`src/rtl/lvl_pkg.sv`:
```
package lvl_pkg;

    localparam int DATA_W   = 32;
    localparam int HALF_W   = 16;
    localparam int LEVELS   = 4;
    localparam int LVL_W    = $clog2(LEVELS);
    localparam int TBL_REGS = LEVELS / 2;
    localparam int DIV_W    = 3;
    localparam int PAR_W    = 2;

    // Field positions inside one 16-bit table half.
    localparam int H_DIV_LSB = 13;
    localparam int H_FLG_BIT = 11;
    localparam int H_PAR_LSB = 9;

    // Static-path and control bit positions.
    localparam int S_PAR_LSB  = 22;
    localparam int S_DIV_LSB  = 28;
    localparam int EN_BIT     = 31;

    // Register byte addresses.
    localparam int A_STAT_PAR = 'h00;
    localparam int A_STAT_DIV = 'h04;
    localparam int A_TBL_BASE = 'h18;
    localparam int A_DYN_EN   = 'h24;
    localparam int A_CUR_LVL  = 'h30;

    typedef struct packed {
        logic [DIV_W-1:0] div;
        logic             flag;
        logic [PAR_W-1:0] par;
    } lvl_entry_t;

    typedef struct packed {
        logic [DATA_W-1:0]                stat_par;
        logic [DATA_W-1:0]                stat_div;
        logic [TBL_REGS-1:0][DATA_W-1:0]  tbl;
        logic                             dyn_en;
        logic [LVL_W-1:0]                 cur_lvl;
    } regs_t;

    function automatic lvl_entry_t unpack_half(input logic [HALF_W-1:0] h);
        lvl_entry_t e;
        e.div  = h[H_DIV_LSB +: DIV_W];
        e.flag = h[H_FLG_BIT];
        e.par  = h[H_PAR_LSB +: PAR_W];
        return e;
    endfunction

    // Even levels sit in the upper half of their register.
    function automatic bit level_upper(input int idx);
        return (idx % 2) == 0;
    endfunction

endpackage

```
`src/rtl/lvl_regfile.sv`:
```
module lvl_regfile
    import lvl_pkg::*;
#(
    parameter int ADDR_W = 8
) (
    input  logic              clk,
    input  logic              rst,
    input  logic              we,
    input  logic [ADDR_W-1:0] addr,
    input  logic [DATA_W-1:0] wdata,
    output regs_t             regs,
    output logic [DATA_W-1:0] rdata
);

    logic                hit_sp, hit_sd, hit_en, hit_lv;
    logic [TBL_REGS-1:0] hit_tbl;

    assign hit_sp = (addr == ADDR_W'(A_STAT_PAR));
    assign hit_sd = (addr == ADDR_W'(A_STAT_DIV));
    assign hit_en = (addr == ADDR_W'(A_DYN_EN));
    assign hit_lv = (addr == ADDR_W'(A_CUR_LVL));

    for (genvar g = 0; g < TBL_REGS; g++) begin : g_tbl_hit
        assign hit_tbl[g] = (addr == ADDR_W'(A_TBL_BASE + 4 * g));
    end

    always_ff @(posedge clk) begin
        if (rst) begin
            regs <= '0;
        end else if (we) begin
            if (hit_sp) regs.stat_par <= wdata;
            if (hit_sd) regs.stat_div <= wdata;
            if (hit_en) regs.dyn_en   <= wdata[EN_BIT];
            if (hit_lv) regs.cur_lvl  <= wdata[LVL_W-1:0];
            for (int i = 0; i < TBL_REGS; i++) begin
                if (hit_tbl[i]) regs.tbl[i] <= wdata;
            end
        end
    end

    always_comb begin
        rdata = '0;
        if (hit_sp) rdata = regs.stat_par;
        if (hit_sd) rdata = regs.stat_div;
        if (hit_en) rdata[EN_BIT] = regs.dyn_en;
        if (hit_lv) rdata[LVL_W-1:0] = regs.cur_lvl;
        for (int i = 0; i < TBL_REGS; i++) begin
            if (hit_tbl[i]) rdata = regs.tbl[i];
        end
    end

endmodule

```
`src/rtl/lvl_table_decode.sv`:
```
module lvl_table_decode
    import lvl_pkg::*;
(
    input  logic [TBL_REGS-1:0][DATA_W-1:0] tbl,
    output lvl_entry_t                      ent [LEVELS]
);

    for (genvar g = 0; g < LEVELS; g++) begin : g_lvl
        if (level_upper(g)) begin : g_up
            assign ent[g] = unpack_half(tbl[g/2][DATA_W-1:HALF_W]);
        end else begin : g_lo
            assign ent[g] = unpack_half(tbl[g/2][HALF_W-1:0]);
        end
    end

endmodule

```
`src/rtl/lvl_select.sv`:
```
module lvl_select
    import lvl_pkg::*;
(
    input  lvl_entry_t        ent [LEVELS],
    input  logic              dyn_en,
    input  logic [LVL_W-1:0]  cur_lvl,
    input  logic [DATA_W-1:0] stat_par,
    input  logic [DATA_W-1:0] stat_div,
    output lvl_entry_t        act
);

    always_comb begin
        if (dyn_en) begin
            act = ent[cur_lvl];
        end else begin
            act.div  = stat_div[S_DIV_LSB +: DIV_W];
            act.flag = 1'b0;
            act.par  = stat_par[S_PAR_LSB +: PAR_W];
        end
    end

endmodule

```
`src/rtl/lvl_search.sv`:
```
module lvl_search
    import lvl_pkg::*;
(
    input  lvl_entry_t       ent [LEVELS],
    input  logic             dyn_en,
    input  logic [DIV_W-1:0] req_div,
    output logic [LVL_W-1:0] hit_lvl,
    output logic             err
);

    logic [LEVELS-1:0] match;

    for (genvar g = 0; g < LEVELS; g++) begin : g_cmp
        assign match[g] = dyn_en && (ent[g].div == req_div);
    end

    // Scan from the top down so the lowest matching index is kept last.
    always_comb begin
        hit_lvl = '0;
        for (int i = LEVELS - 1; i >= 0; i--) begin
            if (match[i]) hit_lvl = LVL_W'(i);
        end
        err = ~|match;
    end

endmodule

```
`src/rtl/lvl_freq_sel.sv`:
```
module lvl_freq_sel
    import lvl_pkg::*;
#(
    parameter int ADDR_W = 8
) (
    input  logic              clk,
    input  logic              rst,
    input  logic              reg_we,
    input  logic [ADDR_W-1:0] reg_addr,
    input  logic [31:0]       reg_wdata,
    output logic [31:0]       reg_rdata,
    input  logic [2:0]        req_div,
    output logic [1:0]        act_parent,
    output logic [2:0]        act_div,
    output logic              act_flag,
    output logic [1:0]        req_level,
    output logic              req_err
);

    regs_t      regs_w;
    lvl_entry_t ent_w [LEVELS];
    lvl_entry_t act_w;

    lvl_regfile #(.ADDR_W(ADDR_W)) u_regs (
        .clk   (clk),
        .rst   (rst),
        .we    (reg_we),
        .addr  (reg_addr),
        .wdata (reg_wdata),
        .regs  (regs_w),
        .rdata (reg_rdata)
    );

    lvl_table_decode u_dec (
        .tbl (regs_w.tbl),
        .ent (ent_w)
    );

    lvl_select u_sel (
        .ent      (ent_w),
        .dyn_en   (regs_w.dyn_en),
        .cur_lvl  (regs_w.cur_lvl),
        .stat_par (regs_w.stat_par),
        .stat_div (regs_w.stat_div),
        .act      (act_w)
    );

    lvl_search u_srch (
        .ent     (ent_w),
        .dyn_en  (regs_w.dyn_en),
        .req_div (req_div),
        .hit_lvl (req_level),
        .err     (req_err)
    );

    assign act_parent = act_w.par;
    assign act_div    = act_w.div;
    assign act_flag   = act_w.flag;

endmodule

```
`config.mk`:
```
export PLATFORM = sky130hd
export DESIGN_NAME = lvl_freq_sel
export DESIGN_NICKNAME = d
export VERILOG_FILES = /design/src/rtl/lvl_pkg.sv /design/src/rtl/lvl_regfile.sv /design/src/rtl/lvl_table_decode.sv /design/src/rtl/lvl_select.sv /design/src/rtl/lvl_search.sv /design/src/rtl/lvl_freq_sel.sv
export SDC_FILE = /design/constraint.sdc
export NUM_CORES = 1
export LEC_CHECK = 0
export BUFFER_PORTS_ARGS = -buffer_cell sky130_fd_sc_hd__buf_2
export CORE_ASPECT_RATIO = 0.8
export CORE_MARGIN = 2
export CORE_UTILIZATION = 45
export DETAILED_ROUTE_END_ITERATION = 10
export GPL_TIMING_DRIVEN = 0
export HOLD_SLACK_MARGIN = 0.05
export PLACE_DENSITY = 0.73
export SLEW_MARGIN = 10
export SYNTH_ARGS = -nofsm -noshare
export SYNTH_HDL_FRONTEND = slang
export SYNTH_SLANG_ARGS = --single-unit
```
`constraint.sdc`:
```
create_clock -name clk -period 2.1 [get_ports clk]
set_clock_uncertainty 0.2 [all_clocks]
set_input_delay 0.105 -clock clk [delete_from_list [all_inputs] [get_ports clk]]
set_output_delay 0.105 -clock clk [all_outputs]
set_load 0.01 [all_outputs]
```
# [Yosys cells after proc, flatten, opt, wreduce, memory -nomap -nowiden]
# Cells that the tools add are included.
[totals] inputBits=46 reg_bits=131
[classes] n_lt_le_gt_ge=1 n_eq_ne=9 bitwise_logic=1 muxes=14 n_reduce_logical=13
[ops] operator="two-way mux 32 bit" n=4
[ops] operator="two-way mux 6 bit" n=3
[ops] operator="equality test 8 x 5 -> 1 bit (second input constant)" n=2
[ops] operator="equality test 8 x 6 -> 1 bit (second input constant)" n=2
[ops] operator="binary-select mux 6 bit (select 2 bit)" n=1
[ops] operator="equality test 3 bit" n=4
[ops] operator="AND reduction 2 bit" n=6
[ops] operator="two-way mux 2 bit" n=5
[ops] operator="equality test 8 x 3 -> 1 bit (second input constant)" n=1
[ops] operator="logical NOT 8 bit" n=1
[ops] operator="logical AND 1 bit" n=4
[ops] operator="OR reduction 4 bit" n=1
[ops] operator="greater-or-equal comparator 3 bit (second input constant)" n=1
[ops] operator="NOT 2 -> 3 bit" n=1
[ops] operator="logical NOT 1 bit" n=1
[ops] operator="two-way mux 1 bit" n=1

# [Logic depth before layout (Yosys ltp)]
# Gate-level depths: netlist (run 1).
[logic_depth] word_depth=6 mapped_depth=7 depth_no_buf=4

# [Hierarchy]
# Synthesis (run 1) repeated with hierarchy kept, for this count alone.
[hier_totals] hier_cells=840 area_unflattened_um2=6333.6
[modules_own_cells] module="lvl_regfile" cells_each=762 area_per_inst_um2=5735.5 instances=1 seq_area_each_um2=2622.5
[modules_own_cells] module="lvl_select" cells_each=25 area_per_inst_um2=221.5 instances=1 seq_area_each_um2=0.0
[modules_own_cells] module="lvl_search" cells_each=29 area_per_inst_um2=196.4 instances=1 seq_area_each_um2=0.0
[modules_own_cells] module="lvl_table_decode" cells_each=24 area_per_inst_um2=180.2 instances=1 seq_area_each_um2=0.0

# [Worst setup path after synthesis (run 1)]
# Ideal clock, no wire load.
[synth_path] path_type="input to register" startpoint="in reg_addr[7]" endpoint="reg, netlist name u_regs.regs[33]" setup_ps=132 required_ps=1768 n_path_buf=3 slack_ps=254 t_arrival_ps=1514 path_stages=7 path_cell_list="or4_4 > buf_6 > or3_1 > buf_2 > buf_6 > nand2_1 > a21oi_1"
[synth_via] elab_chain_len=2
[synth_rtl] element="from (decl)" line="lvl_freq_sel.sv:9" source="input logic [ADDR_W-1:0] reg_addr,"
[synth_rtl] element="equality test 8 x 5 -> 1 bit" line="lvl_regfile.sv:24" source="assign hit_tbl[g] = (addr == ADDR_W'(A_TBL_BASE + 4 * g));"
[synth_rtl] element="AND reduction 2 bit (no line)"
# Every way passes these cells.
# A chain may end at the register's enable or synchronous reset.

# [Worst setup path in the final report (run 1)]
[layout_path] startpoint="reg, netlist name u_regs.regs[0]" endpoint="out act_parent[0]"
[layout_via] elab_chain_len=5
[layout_rtl] element="NOT 2 -> 3 bit (not written as such)" line="lvl_select.sv:14" source="act = ent[cur_lvl];"
[layout_rtl] element="binary-select mux 6 bit (select 2 bit)" line="lvl_select.sv:14"
[layout_rtl] element="two-way mux 6 bit (not written as such) (2 in series)" line="lvl_select.sv:14"
[layout_rtl] element="two-way mux 6 bit" line="lvl_select.sv:13" source="if (dyn_en) begin"
[layout_rtl] element="to (decl)" line="lvl_freq_sel.sv:13" source="output logic [1:0] act_parent,"
# Every way passes these cells. The select of a mux whose other input is x is not followed.

==> metrics.txt, run 1 <==
status finished, violations left; failing checks setup timing; vias 6355; crit path capture type primary output; layout cell share with drive strength beyond 1 0.1941; core box area ~0.013 mm2; FF-to-FF End u_regs.regs[1]$_SDFFE_PP0P_; Peak VDD IR 0.0006443 V; Top reg by flops u_regs.regs; hold crit path type input pin to flip-flop; Max-Cap Viols 0; CTS buffer count 17; diode count 0; share of the clock period used by the worst path 1.010; Final WS setup -0.02094 ns; pwr/cell area 760.3 mW/mm2; IO Count 87; Leakage between 0.002 and 0.003 uW; fin crit period ~2.1 ns; Slew Viols, Final 0; Pre-antenna DRT Iters 5; max FFs per register approximately 130; Fin. Hold Viols 0; sequential area share after synthesis 0.4251; initial antenna violation count 0; final setup violating endpoints 2; post-synthesis register bit count about 130; worst hold start rst; initial DRC count ~770; Top Registers u_regs.regs: 131 flops; hold path depth 3; clk_lat worst skew around 0.43 ns; top-area cell type share of the netlist area 0.4251; vias in the first global route 5886; critical path arrival about 1.8 ns; final net count around 990; cell count after synthesis around 800; synth top area cells dfxtp_1 43%, nand2_1 16%, a21oi_1 11%, mux2i_1 6.0%, mux2_2 2.9%; Wirelength per Cell around 18 um; flop2flop setup slack a little over 0.9 ns; Residual DRC 0; Crit Path Max Fanout 6; worst reg2reg path startpoint u_regs.regs[1]$_SDFFE_PP0P_; WL final 20.83 mm; total track usage 0.2933; Post-Synthesis Cell Area 0.006170 mm2; Port Buffers 84; Post-Syn Area per Cell ~7.7 um2; Worst EP required between 1.5 and 2 ns; Slew HR 0.5279; post-route cell area ~0.0079 mm2; clk root buf clkbuf_16; Die ar. ~0.015 mm2; Net Count, Synth roughly 840; die width ~130 um; post-route antenna net violation count 0; synth unique cells 35; post-synth top area cell dfxtp_1; first-pass GRT wire length 32.43 mm; routed vias/inst roughly 5.6; Hold Path Sink u_regs.regs[66]$_SDFFE_PP0P_; f_max 471.5 MHz; unrepaired setup endpoints after global routing yes; CTS Sinks 131; largest net degree at the start of global routing 20; Reg clk slew, reported paths 0.06 ns; CTS tree yes; worst-case reg-to-reg path depth 4; row count 38; Detail Placement HPWL 13.67 mm; Yosys warning count 0; dpl ws -0.3580 ns; # H-tree levels 4; Worst Setup SP u_regs.regs[0]$_SDFFE_PP0P_; Initial Utilization 0.4585; gr ovfl total 0; Chip Height between 100 and 150 um; worst-margin pin slew around 0.71 ns; RePlAce Congestion 0.9088; placed cell areas 0.006815 mm2; Area Overhead vs Synth 28.66%; Longest Clk Path Bufs 2; type of origin of the critical path flip-flop; Worst Setup Path Type flip-flop to primary output
## what timing repair did
action | in CTS | in global routing
hold endpoints to repair | 131 | 0
hold buffers | 38 | 0
cloned | 0 | 0
buffers inserted | 5 | 0
endpoints found under the setup margin | 20 | 27
gates resized for setup | 11 | 21
## critical path: stages, from the launching register on
cell and delay (ns):
dfxtp_4 0.41, mux4_2 0.56, mux2_4 0.29, buf_6 0.12
## routing by layer
layer / routed length [um] / track usage
met1: 9187 / 0.4021
met2: 9065 / 0.4554
met3: 1983 / 0.06090
met4: 592 / 0.1135
met5: 0 / 0
## cell usage in the layout, fill, tap and decap left out, drive strengths merged, types with 16 or more instances in the layout
cell type / Yosys / layout
nand2: 259 / 259
a21oi: 131 / 131
buf: 28 / 117
dlygate4sd3: 0 / 38
mux2: 16 / 16
o21ai: 21 / 21
mux2i: 37 / 37
nor2: 40 / 40
dfxtp: 131 / 131
clkbuf: 37 / 53
## final cells by class
type,instances,area [um2]
Tap cell,180,225.2
Multi-Input combinational cell,601,3289
Clock buffer,20,446.7
Sequential cell,131,2634
Timing Repair Buffer,127,860.8
Buffer,61,296.5
Fill cell,1225,5518
Inverter,1,3.754
Clock inverter,12,181.4
## how the worst max path moves through the flow
stage	to	slack, ns
6_report	act_parent[0]	-0.02
5_1_grt	act_div[2]	-0.03
4_1_cts	act_div[2]	0.006
3_5_place_dp	reg_rdata[15]	-0.36
3_3_place_gp	reg_rdata[31]	-0.33
2_1_floorplan	u_regs.regs[33]$_SDFFE_PP0P_	0.25
## metrics by stage
step | hold WS, ns | cells | utilization | power [uW] | setup TNS [ns]
after floorplan | 0.04096 | 798 | - | 2698 | 0
after global placement | 0.1814 | 1062 | 0.5065 | 2855 | -5.162
after detailed placement | 0.1852 | 1062 | 0.5065 | 2856 | -7.097
after CTS | 0.05261 | 1133 | 0.5856 | 6010 | 0
after global routing | 0.1209 | 1133 | 0.5899 | 6185 | -0.06401
final | 0.06917 | 1133 | 0.5899 | 6035 | -0.02730
## power by group
group          total, uW  switching, uW  leakage [uW]  internal [uW]
sequential          2490           2.23       0.00106           2490
clock               3170           1150      0.000292           2020
combinational        381            241       0.00158            140
## synth_stat cells
cell type,instances
a211oi_1,9
a21oi_1,131
a222oi_1,1
a22oi_1,9
and2_1,3
and3b_1,1
buf_1,4
buf_2,20
buf_6,4
clkbuf_1,37
dfxtp_1,131
inv_1,1
mux2_2,16
mux2i_1,37
mux4_2,6
nand2_1,259
nand2b_1,11
nand3_1,4
nand3b_1,1
nand4_1,1
nor2_1,40
nor3_1,4
nor3_2,4
nor4_1,1
nor4bb_1,1
o21a_1,1
o21ai_0,21
o22a_1,10
o22ai_1,11
o31ai_1,1
o41ai_1,1
or3_1,3
or4_4,1
xnor2_1,2
xor2_1,11
## kinds of logic after synthesis
family | count (synthesis) | share of synthesized area
simple gates | 334 | 0.2202
compound gates | 195 | 0.1760
flops | 131 | 0.4251
buf+inv | 66 | 0.04908
mux | 59 | 0.1111
xor+xnor | 13 | 0.01845
Power figures use the tool's default switching activity.
==> run 2: changes to the inputs <==
--- a/config.mk
+++ b/config.mk
@@ -8,11 +8,11 @@
 export BUFFER_PORTS_ARGS = -buffer_cell sky130_fd_sc_hd__buf_2
 export CORE_ASPECT_RATIO = 0.8
 export CORE_MARGIN = 2
-export CORE_UTILIZATION = 45
+export CORE_UTILIZATION = 57
 export DETAILED_ROUTE_END_ITERATION = 10
 export GPL_TIMING_DRIVEN = 0
 export HOLD_SLACK_MARGIN = 0.05
-export PLACE_DENSITY = 0.73
+export PLACE_DENSITY = 0.87
 export SLEW_MARGIN = 10
 export SYNTH_ARGS = -nofsm -noshare
 export SYNTH_HDL_FRONTEND = slang
==> run 2 against run 1 <==
  * The flow still finishes with violations (setup timing)
  * Sequential share of layout area rose by 0.41 points
  * Cell count fell by 3.6%
  * First-iteration DRC count rose by 21%
  * Non-clock buffer count fell by 1
  * Fmax fell by 1.0%
  * Clock-buffer cell count fell by 1
  * Setup slack got worse by 0.022 ns
  * Routed wire length rose by 3.6%
  * Clock power fell by 5%
  * Via count rose by 5.1%
  * Register-to-register slack got worse by 0.06 ns
==> metrics.txt, run 2 (same netlist as run 1, synthesis figures left out) <==
status finished, violations left; failing checks setup timing; Max-Cap Viols 0; CP max-delay cell dfxtp_1; Critical path buffers and inverters 1; layout cell share with drive strength beyond 1 0.1933; crit path capture type primary output; fin crit period roughly 2.1 ns; diode count 0; Gate power share 0.066; flop2flop setup slack between 0.8 and 0.9 ns; Detail Placement HPWL around 13 mm; max FFs per register 131; fillers 734; die width between 100 and 150 um; Min Hold Slack 0.08494 ns; FF-to-FF End u_regs.regs[1]$_SDFFE_PP0P_; CTS buffer count 17; CTS tree yes; row count 33; crit path capture req_err; Crit Path Max Fanout 4; routed vias/inst approximately 6; Final WS setup -0.04322 ns; Top Registers u_regs.regs: 131 flops; RePlAce Congestion ~1.0; P_int around 4400 uW; Chip Height between 90 and 100 um; Area Overhead vs Synth 26.95%; Worst Setup Path Type flip-flop to primary output; clk root buf clkbuf_16; clk_lat worst skew around 0.42 ns; hold crit path type input pin to flip-flop; Residual DRC 0; most common cell after layout, fill and taps aside nand2_1; Switching Fraction 0.2480; Slew Viols, Final 0; dpl ws -0.2790 ns; hold path depth 6; Wirelength per Cell slightly below 20 um; vias in the first global route about 6200; commonest non-fill, non-tap cells in the layout 258 x nand2_1, 131 x a21oi_1, 128 x dfxtp_1; IO Count 87; share of the clock period used by the worst path 1.021; type of origin of the critical path flip-flop; kind of cell adding the most delay to the critical path flip-flops; crit-path cells xor2_1, nor3_1, o41ai_2, buf_2; Top reg by flops u_regs.regs; Worst EP required roughly 1.8 ns; final net count around 1000; post-route antenna net violation count 0; # H-tree levels 4; Total Power a little under 6000 uW; Switching Power about 1500 uW; initial antenna violation count 0; CTS Sinks around 130; Initial Utilization 0.5930; Worst Setup SP u_regs.regs[32]$_SDFFE_PP0P_; gr ovfl total 0; Crit path depth 4; final setup violating endpoints 4; f_max between 400 and 500 MHz; clock power share 0.512; Peak VDD IR roughly 0.00061 V; first-pass GRT wire length 33.32 mm; Pre-antenna DRT Iters 9; Slew HR 0.5210; critical path arrival approximately 1.8 ns; Leakage slightly below 0.003 uW; Reg power frac 0.423; vias roughly 6700; worst-case reg-to-reg path depth 4; Fin. Hold Viols 0; initial DRC count 934; total track usage 0.3677; Longest Clk Path Bufs 2; worst reg2reg path startpoint u_regs.regs[1]$_SDFFE_PP0P_; core box area 0.01041 mm2; Max stage delay on crit path about 0.46 ns; Port Buffers 84; largest net degree at the start of global routing 20; Die ar. around 0.012 mm2; Reg clk slew, reported paths roughly 0.060 ns; WL final ~22 mm; unrepaired setup endpoints after global routing yes; worst-margin pin slew approximately 0.7 ns; pwr/cell area 751.0 mW/mm2
run 2: changes by cell type in the layout (fill, tap and decap cells not counted), moves of 3 or more:
cell / delta
o21ai_0: -4
o21ai_1: +4
clkinv_4: +3
clkinvlp_4: -3
inv_6: +3
run 2: power by group through the flow:
stage          Clock [uW]  Sequential (uW)  Combinational [uW]
6_report             3010             2490                 386
3_5_place_dp            0             2540                 306
3_3_place_gp            0             2540                 304
4_1_cts              2970             2490                 363
2_1_floorplan           0             2540                 154
5_1_grt              3080             2490                 404
run 2: final cells by class:
cell class                      count  area [um2]  share of cell area
Tap cell                          140       175.2             0.02236
Clock buffer                       19       442.9             0.05655
Timing Repair Buffer              126       840.8              0.1073
Sequential cell                   131        2631              0.3359
Clock inverter                     13       151.4             0.01933
Inverter                            1       3.754           0.0004792
Multi-Input combinational cell    601        3289              0.4200
Buffer                             61       297.8             0.03802
run 2: per-layer routing:
layer	vias up	track usage	part of all wire
met3	87	0.09859	0.13
met2	528	0.5677	0.45
met1	3077	0.4762	0.38
met5	-	0	0
li1	2985	-	-
met4	0	0.1807	0.037
run 2: how the worst min path moves through the flow:
stage,from,endpoint
after global routing,reg_addr[6],u_regs.regs[98]$_SDFFE_PP0P_
after floorplan,reg_wdata[2],u_regs.regs[37]$_SDFFE_PP0P_
after global placement,reg_wdata[4],u_regs.regs[39]$_SDFFE_PP0P_
final,reg_addr[0],u_regs.regs[67]$_SDFFE_PP0P_
after CTS,reg_addr[3],u_regs.regs[0]$_SDFFE_PP0P_
after detailed placement,reg_wdata[4],u_regs.regs[71]$_SDFFE_PP0P_
run 2: what timing repair did:
item                                    CTS  global route
hold buffers                             37             0
endpoints found under the setup margin   20            21
buffers inserted                          4             1
endpoints found under the hold margin   131             0
resized for setup                        10            25
pin swaps                                 0             1
run 2: tightest hold or removal path, cell delays in order:
cell	delay [ns]
buf_2	0.10
or4_4	0.12
buf_6	0.14
nor3_2	0.08
nand2_1	0.06
a21oi_1	0.05
run 2: through the flow:
step                area [um2]  instances    util  setup TNS (ns)
floorplan                 6170        798       -               0
CTS                       7770       1091  0.7468               0
detailed placement        6765       1022  0.6502          -9.881
finish                    7833       1092  0.7528        -0.09787
global route              7833       1092  0.7528         -0.2194
global placement          6765       1022  0.6502          -8.034
